==> config.mk <==
export PLATFORM = sky130hd
export DESIGN_NAME = mem_sched
export DESIGN_NICKNAME = d
export VERILOG_FILES = /design/src/rtl/msch_pkg.sv /design/src/rtl/msch_queue.sv /design/src/rtl/msch_pick.sv /design/src/rtl/mem_sched.sv
export SDC_FILE = /design/constraint.sdc
export NUM_CORES = 2
export LEC_CHECK = 0
export BUFFER_PORTS_ARGS = -buffer_cell sky130_fd_sc_hd__buf_2
export CORE_AREA = 2 2 425 427
export DETAILED_ROUTE_END_ITERATION = 16
export DIE_AREA = 0 0 427 429
export HOLD_SLACK_MARGIN = 0.1
export PLACE_DENSITY = 0.48
export SYNTH_ARGS = -nofsm -noshare
export SYNTH_HDL_FRONTEND = slang
export SYNTH_HIERARCHICAL = 1
export SYNTH_SLANG_ARGS = --single-unit
==> constraint.sdc <==
create_clock -name clk -period 49.9 [get_ports clk]
set_clock_uncertainty 0.1 [all_clocks]
set_input_delay 9.98 -clock clk [delete_from_list [all_inputs] [get_ports clk]]
set_output_delay 9.98 -clock clk [all_outputs]
set_load 0.02 [all_outputs]
==> src/rtl/msch_pkg.sv <==
package msch_pkg;

    parameter int TAG_W  = 4;
    parameter int ADDR_W = 8;
    parameter int DATA_W = 16;
    parameter int TIME_W = 16;

    typedef struct packed {
        logic [TAG_W-1:0]  tag;
        logic [ADDR_W-1:0] addr;
        logic [DATA_W-1:0] wdata;
        logic [TIME_W-1:0] deadline;
    } msch_req_t;

    typedef enum logic [1:0] {
        ST_IDLE   = 2'd0,
        ST_RD_SVC = 2'd1,
        ST_WR_SVC = 2'd2
    } msch_state_t;

endpackage

==> src/rtl/msch_queue.sv <==
module msch_queue
    import msch_pkg::*;
#(
    parameter int DEPTH = 8,
    localparam int IDX_W = (DEPTH > 1) ? $clog2(DEPTH) : 1
) (
    input  logic             clk,
    input  logic             rst_n,
    input  logic             push,
    input  msch_req_t        push_req,
    input  logic             pop,
    input  logic [IDX_W-1:0] pop_idx,
    output msch_req_t        slots [DEPTH],
    output logic [DEPTH-1:0] valid,
    output logic             full
);

    logic [IDX_W-1:0] free_idx;

    // lowest free slot
    always_comb begin
        free_idx = '0;
        for (int i = DEPTH - 1; i >= 0; i--) begin
            if (!valid[i]) begin
                free_idx = IDX_W'(i);
            end
        end
    end

    assign full = &valid;

    for (genvar gi = 0; gi < DEPTH; gi++) begin : g_slot
        always_ff @(posedge clk) begin
            if (!rst_n) begin
                valid[gi] <= 1'b0;
                slots[gi] <= '0;
            end else if (push && (free_idx == IDX_W'(gi))) begin
                valid[gi] <= 1'b1;
                slots[gi] <= push_req;
            end else if (pop && (pop_idx == IDX_W'(gi))) begin
                valid[gi] <= 1'b0;
            end
        end
    end

    // a push never arrives at a full queue
    p_push_room_r1: assert property (@(posedge clk) disable iff (!rst_n)
        push |-> !full);

    // occupancy grows by one on a lone push
    p_count_grow_r1: assert property (@(posedge clk) disable iff (!rst_n)
        (push && !pop) |=> ($countones(valid) == $past($countones(valid)) + 1));

    // the popped slot holds a live entry
    p_pop_valid_r3: assert property (@(posedge clk) disable iff (!rst_n)
        pop |-> valid[pop_idx]);

endmodule

==> src/rtl/msch_pick.sv <==
module msch_pick
    import msch_pkg::*;
#(
    parameter int DEPTH = 8,
    localparam int IDX_W = (DEPTH > 1) ? $clog2(DEPTH) : 1
) (
    input  msch_req_t        slots [DEPTH],
    input  logic [DEPTH-1:0] valid,
    input  logic [TIME_W-1:0] now,
    output logic             any,
    output logic [IDX_W-1:0] idx
);

    logic [TIME_W-1:0] slack [DEPTH];

    for (genvar gi = 0; gi < DEPTH; gi++) begin : g_slack
        assign slack[gi] = slots[gi].deadline - now;
    end

    // strict less-than keeps the lower index on a tie
    always_comb begin
        logic [TIME_W-1:0] best;
        any  = 1'b0;
        idx  = '0;
        best = '0;
        for (int i = 0; i < DEPTH; i++) begin
            if (valid[i] && (!any || ($signed(slack[i]) < $signed(best)))) begin
                any  = 1'b1;
                idx  = IDX_W'(i);
                best = slack[i];
            end
        end
    end

endmodule

==> src/rtl/mem_sched.sv <==
module mem_sched
    import msch_pkg::*;
#(
    parameter int DEPTH     = 8,
    parameter int RD_CYCLES = 4
) (
    input  logic              clk,
    input  logic              rst_n,
    input  logic              req_valid,
    output logic              req_ready,
    input  logic              req_write,
    input  logic [TAG_W-1:0]  req_tag,
    input  logic [ADDR_W-1:0] req_addr,
    input  logic [DATA_W-1:0] req_wdata,
    input  logic [TIME_W-1:0] req_deadline,
    output logic [TIME_W-1:0] cycle_now,
    output logic              mem_cmd_valid,
    output logic              mem_cmd_write,
    output logic [ADDR_W-1:0] mem_cmd_addr,
    output logic [DATA_W-1:0] mem_cmd_wdata,
    output logic              mem_busy,
    input  logic [DATA_W-1:0] mem_rdata,
    output logic              done,
    output logic [TAG_W-1:0]  done_tag,
    output logic              done_write,
    output logic [DATA_W-1:0] done_rdata,
    output logic              done_missed
);

    localparam int WR_CYCLES = 3 * RD_CYCLES;
    localparam int CNT_W     = $clog2(WR_CYCLES + 1);
    localparam int IDX_W     = (DEPTH > 1) ? $clog2(DEPTH) : 1;

    msch_state_t state, state_nx;

    msch_req_t        in_req;
    msch_req_t        rd_slots [DEPTH];
    msch_req_t        wr_slots [DEPTH];
    logic [DEPTH-1:0] rd_valid, wr_valid;
    logic             rd_full, wr_full;
    logic             rd_any, wr_any;
    logic [IDX_W-1:0] rd_idx, wr_idx;
    logic             push_rd, push_wr;
    logic             issue_rd, issue_wr;
    logic             svc_last;
    logic [CNT_W-1:0] svc_cnt;
    logic [TAG_W-1:0]  cur_tag;
    logic [TIME_W-1:0] cur_deadline;
    logic [TIME_W-1:0] late_diff;

    // request routing
    assign in_req    = '{tag: req_tag, addr: req_addr, wdata: req_wdata, deadline: req_deadline};
    assign req_ready = req_write ? !wr_full : !rd_full;
    assign push_rd   = req_valid && !req_write && !rd_full;
    assign push_wr   = req_valid &&  req_write && !wr_full;

    msch_queue #(.DEPTH(DEPTH)) u_rd_queue (
        .clk      (clk),
        .rst_n    (rst_n),
        .push     (push_rd),
        .push_req (in_req),
        .pop      (issue_rd),
        .pop_idx  (rd_idx),
        .slots    (rd_slots),
        .valid    (rd_valid),
        .full     (rd_full)
    );

    msch_queue #(.DEPTH(DEPTH)) u_wr_buffer (
        .clk      (clk),
        .rst_n    (rst_n),
        .push     (push_wr),
        .push_req (in_req),
        .pop      (issue_wr),
        .pop_idx  (wr_idx),
        .slots    (wr_slots),
        .valid    (wr_valid),
        .full     (wr_full)
    );

    msch_pick #(.DEPTH(DEPTH)) u_rd_pick (
        .slots (rd_slots),
        .valid (rd_valid),
        .now   (cycle_now),
        .any   (rd_any),
        .idx   (rd_idx)
    );

    msch_pick #(.DEPTH(DEPTH)) u_wr_pick (
        .slots (wr_slots),
        .valid (wr_valid),
        .now   (cycle_now),
        .any   (wr_any),
        .idx   (wr_idx)
    );

    // state register
    always_ff @(posedge clk) begin
        if (!rst_n) begin
            state <= ST_IDLE;
        end else begin
            state <= state_nx;
        end
    end

    // transitions: issue-read, issue-write, complete
    always_comb begin
        issue_rd = 1'b0;
        issue_wr = 1'b0;
        svc_last = 1'b0;
        state_nx = state;
        unique case (state)
            ST_IDLE: begin
                if (rd_any) begin
                    issue_rd = 1'b1;
                    state_nx = ST_RD_SVC;
                end else if (wr_any) begin
                    issue_wr = 1'b1;
                    state_nx = ST_WR_SVC;
                end
            end
            ST_RD_SVC, ST_WR_SVC: begin
                if (svc_cnt == '0) begin
                    svc_last = 1'b1;
                    state_nx = ST_IDLE;
                end
            end
            default: state_nx = ST_IDLE;
        endcase
    end

    assign mem_busy  = (state != ST_IDLE);
    assign late_diff = (cycle_now + TIME_W'(1)) - cur_deadline;

    // registered outputs and datapath
    always_ff @(posedge clk) begin
        if (!rst_n) begin
            cycle_now     <= '0;
            mem_cmd_valid <= 1'b0;
            mem_cmd_write <= 1'b0;
            mem_cmd_addr  <= '0;
            mem_cmd_wdata <= '0;
            svc_cnt       <= '0;
            cur_tag       <= '0;
            cur_deadline  <= '0;
            done          <= 1'b0;
            done_tag      <= '0;
            done_write    <= 1'b0;
            done_rdata    <= '0;
            done_missed   <= 1'b0;
        end else begin
            cycle_now     <= cycle_now + TIME_W'(1);
            mem_cmd_valid <= issue_rd || issue_wr;
            done          <= svc_last;
            if (issue_rd) begin
                mem_cmd_write <= 1'b0;
                mem_cmd_addr  <= rd_slots[rd_idx].addr;
                mem_cmd_wdata <= rd_slots[rd_idx].wdata;
                cur_tag       <= rd_slots[rd_idx].tag;
                cur_deadline  <= rd_slots[rd_idx].deadline;
                svc_cnt       <= CNT_W'(RD_CYCLES - 1);
            end else if (issue_wr) begin
                mem_cmd_write <= 1'b1;
                mem_cmd_addr  <= wr_slots[wr_idx].addr;
                mem_cmd_wdata <= wr_slots[wr_idx].wdata;
                cur_tag       <= wr_slots[wr_idx].tag;
                cur_deadline  <= wr_slots[wr_idx].deadline;
                svc_cnt       <= CNT_W'(WR_CYCLES - 1);
            end else if (mem_busy && (svc_cnt != '0)) begin
                svc_cnt <= svc_cnt - CNT_W'(1);
            end
            if (svc_last) begin
                done_tag    <= cur_tag;
                done_write  <= mem_cmd_write;
                done_rdata  <= mem_cmd_write ? '0 : mem_rdata;
                done_missed <= !late_diff[TIME_W-1] && (late_diff != '0);
            end
        end
    end

    // checker counter for the busy window length
    logic [CNT_W:0] chk_busy_len;
    always_ff @(posedge clk) begin
        if (!rst_n) begin
            chk_busy_len <= '0;
        end else if (mem_busy) begin
            chk_busy_len <= chk_busy_len + 1'b1;
        end else begin
            chk_busy_len <= '0;
        end
    end

    // a write starts only when no read was waiting
    p_read_first_r2: assert property (@(posedge clk) disable iff (!rst_n)
        (mem_cmd_valid && mem_cmd_write) |-> $past(rd_valid == '0));

    // command start is a single-cycle pulse
    p_cmd_pulse_r5: assert property (@(posedge clk) disable iff (!rst_n)
        mem_cmd_valid |=> !mem_cmd_valid);

    // busy window length matches the command kind
    p_busy_len_r5: assert property (@(posedge clk) disable iff (!rst_n)
        done |-> (chk_busy_len == (done_write ? (CNT_W+1)'(WR_CYCLES) : (CNT_W+1)'(RD_CYCLES))));

    // no start while the memory is occupied
    p_no_preempt_r6: assert property (@(posedge clk) disable iff (!rst_n)
        mem_cmd_valid |-> !$past(mem_busy));

    // completion follows the end of a service
    p_done_edge_r7: assert property (@(posedge clk) disable iff (!rst_n)
        done |-> (!mem_busy && $past(mem_busy)));

endmodule

==> impl_results.md <==
* Clock-pin transition on the worst setup and hold timing paths at 0.06 ns
* Drt total wl at 184 mm
* Comb power frac at 22.1%
* DRC Markers at 0
* Hold buffer count at cts at 0
* Max cap viols at 0
* Critical path depth at 82
* Cells after Synth at 5982
* I/O pins at 131
* Final hold slack at 0.350 ns
* GRT Residual Overflow at 0
* Cell Int Power at 1.25 mW
* Router iterations before antenna repair at 5
* CTS tree: yes
* Seq pwr share at 37.0%
* Final hold vios at 0
* CP Data Required Time at 50.38 ns
* Startpoint types: flip-flop
* IO Port Bufs at 130
* Commonest non-fill, non-tap cell in the layout: dfxtp_1
* RR Startpoint: cycle_now[1]
* Yosys top cell by area: dfxtp_1
* CTS Buf Count at 95
* Routed Antenna Nets at 0
* Slowest CP cell: buf_4
* DR iter-0 viols at 3294
* Final Wtd Congestion at 0.889
* Met1 GRT Util at 26.3%
* Critical path endpoint: mem_cmd_addr[5]
* RSZ-0062 raised after global routing: false
* Mapped Area at 53300 um^2
* Reg2Reg Setup Slack at 25.65 ns
* Crit path max fanout at 51
* GRT met3 Usage at 2.33%
* TNS Setup at 0 ns
* FMAX at 0.0412 GHz
* Synth Flop Type: dfxtp_1
* Worst Setup SP: cycle_now[1]
* Async S/R FF share, synth at 0%
* Fin cells at 8371
* Most used routing layer: met2
* Clock sink count at 811
* CP top delay family: compound AO/OA/AOI/OAI gates
* Main area contributors after synthesis: dfxtp_1, ha_1, mux2i_1
* Reg2reg path depth at 82
* Die height at 429 um
* Number of enable flip-flop cells after synthesis at 0
* Via count at 45100
* Post-route total power at 1.81 mW
* Initial Utilization at 29.9%
* Min cycle time layout at 24.25 ns
* Core region area at 178000 um^2
* Clock Power Share at 40.9%
* Switching power at 562 uW
* All-Layer GR Usage at 19.4%
* Cell with the most instances on the worst path: ha_1
* First-pass GRT wire length at 274 mm
* Fin crit share at 48.6%
* Worst Path Arrival at 24.73 ns
* LEAKAGE at 21.9 nW
* PostCTS Resize Cnt at 0
* Final Util at 33.2%
* Seq/Total Area, Yosys at 30.5%
* Power Density at 30.6 nW/um^2
* Clock latency on the worst-skew pair at 0.74 ns
* CP Capture Type: flip-flop
* Row count at 155
* Mean post-synth cell area at 8.90 um^2
* CP Class: flip-flop to flip-flop
* CTS max path bufs at 3
* Vias per inst at 5.39
* Layout cells sized above 1 at 10.8%
* VDD IR max at 0.0000262 V
* Die area at 183000 um^2
* DR WL/cell at 22.0 um
* Grt met2 use at 32.1%
* Max Slew Vio Count at 0
* Slew headroom at 25.6%
* Fillers at 18500
* Die W at 427 um
* Outcome: complete, no violations
* Mapped Nets at 6531
* #FFs+latches synth at 811
* Number of antenna violations at the first check in global routing at 16
* CTS root buf: clkbuf_16
* Slew @ Worst Pin at 1.12 ns
* Min-delay worst type: flip-flop to flip-flop
* Post-DP HPWL at 133 mm
* Placed cells at 8188
* Leading cell types in the layout, fill and taps excluded: dfxtp_1, nand2_1, o21ai_0
* Synth cell types at 121
* Worst path max stage delay at 0.91 ns
* Nets at 6479
* Post-CTS Repair Setup Buffers at 0
* Area Overhead vs Synth at 11.1%
* Synth top area share at 30.5%
* Synth Warn # at 6
* Switching Share at 31.1%
* Vias in the first global route at 43300
* Critical path buffers and inverters at 5
* FF-to-FF End: mem_cmd_addr[5]
* H-tree levels at 3
* Setup-failing EPs final at 0
* Largest net degree at the start of global routing at 158
-- sequential cells by signal, summed over array words and instances, names as in the netlist, 2 cells and up --
signal and cells:
u_wr_buffer/valid 8, state 2, u_rd_queue/valid 8, done_rdata 16
u_rd_queue/slots 352, mem_cmd_wdata 16, u_wr_buffer/slots 352, svc_cnt 4
cur_deadline 16, cur_tag 4, mem_cmd_addr 8, done_tag 4
cycle_now 16
-- logic make-up after synthesis --
| group | after synthesis | synth area share [%] |
|---|---|---|
| flops | 811 | 30.5 |
| compound gates | 1469 | 17.4 |
| fa+ha+maj | 485 | 11.6 |
| buf+inv | 619 | 5.06 |
| simple gates | 1756 | 15.9 |
| xor+xnor | 211 | 3.47 |
| mux | 631 | 16.1 |
-- layout make-up --
cell class,count,area (um^2),share of cell area (%)
timing repair buffer,186,1090,1.85
tap,2355,2950,4.98
sequential,811,16200,27.4
clock buffer,132,2740,4.63
antenna,10,25.0,0.0423
multi-input combinational,4552,34500,58.3
clock inverter,41,588,0.994
inverter,284,1070,1.80
-- worst min path at each step --
stage                      startpoint                     end  cells past startpoint
5_1_grt         u_rd_queue/slots[332]   u_rd_queue/slots[332]                      2
2_1_floorplan  u_wr_buffer/slots[150]  u_wr_buffer/slots[150]                      2
4_1_cts                done_rdata[12]          done_rdata[12]                      2
3_5_place_dp           done_rdata[12]          done_rdata[12]                      2
3_3_place_gp            done_rdata[2]           done_rdata[2]                      2
6_report               done_rdata[10]          done_rdata[10]                      2
-- through the flow --
step	worst slack, ns	area [um^2]
finish	25.65	59200
detailed placement	25.98	55800
floorplan	29.43	53300
global placement	25.92	55800
global route	24.07	59200
CTS	25.85	59100
-- power groups by stage --
stage,sequential (mW),combinational (mW),clock (mW)
4_1_cts,0.668,0.399,0.759
2_1_floorplan,0.683,0.282,0
6_report,0.668,0.400,0.740
3_5_place_dp,0.682,0.396,0
5_1_grt,0.669,0.442,0.784
3_3_place_gp,0.682,0.395,0
-- worst reg2reg max path, delay by kind of cell (launching register included) --
kind	cells	cell delay, ns
multiplexers	4	1.85
buffers and inverters	5	1.64
AND/OR/NAND/NOR	21	4.72
adder cells (fa/ha/maj)	8	2.42
AO/OA/AOI/OAI	44	12.70
flip-flops	1	0.63
-- layer usage --
layer	wire (um)	part of all wire (%)	vias up
met5	13	0.0071	-
met4	4870	2.6	2
li1	-	-	21800
met3	7720	4.2	225
met2	85900	47	951
met1	85400	46	22100
-- Yosys cell counts, types with 67 or more instances --
cell type,instances
ha_1,468
xor2_1,67
a21o_1,84
xnor2_1,144
clkbuf_1,191
nor3_1,76
inv_1,283
o21ai_1,77
mux4_2,176
a31oi_1,70
a21oi_1,224
o21a_1,69
mux2i_1,435
dfxtp_1,811
nor2_1,247
o21ai_0,544
nand3_1,520
nand2_1,557
Power figures use the tool's default switching activity.
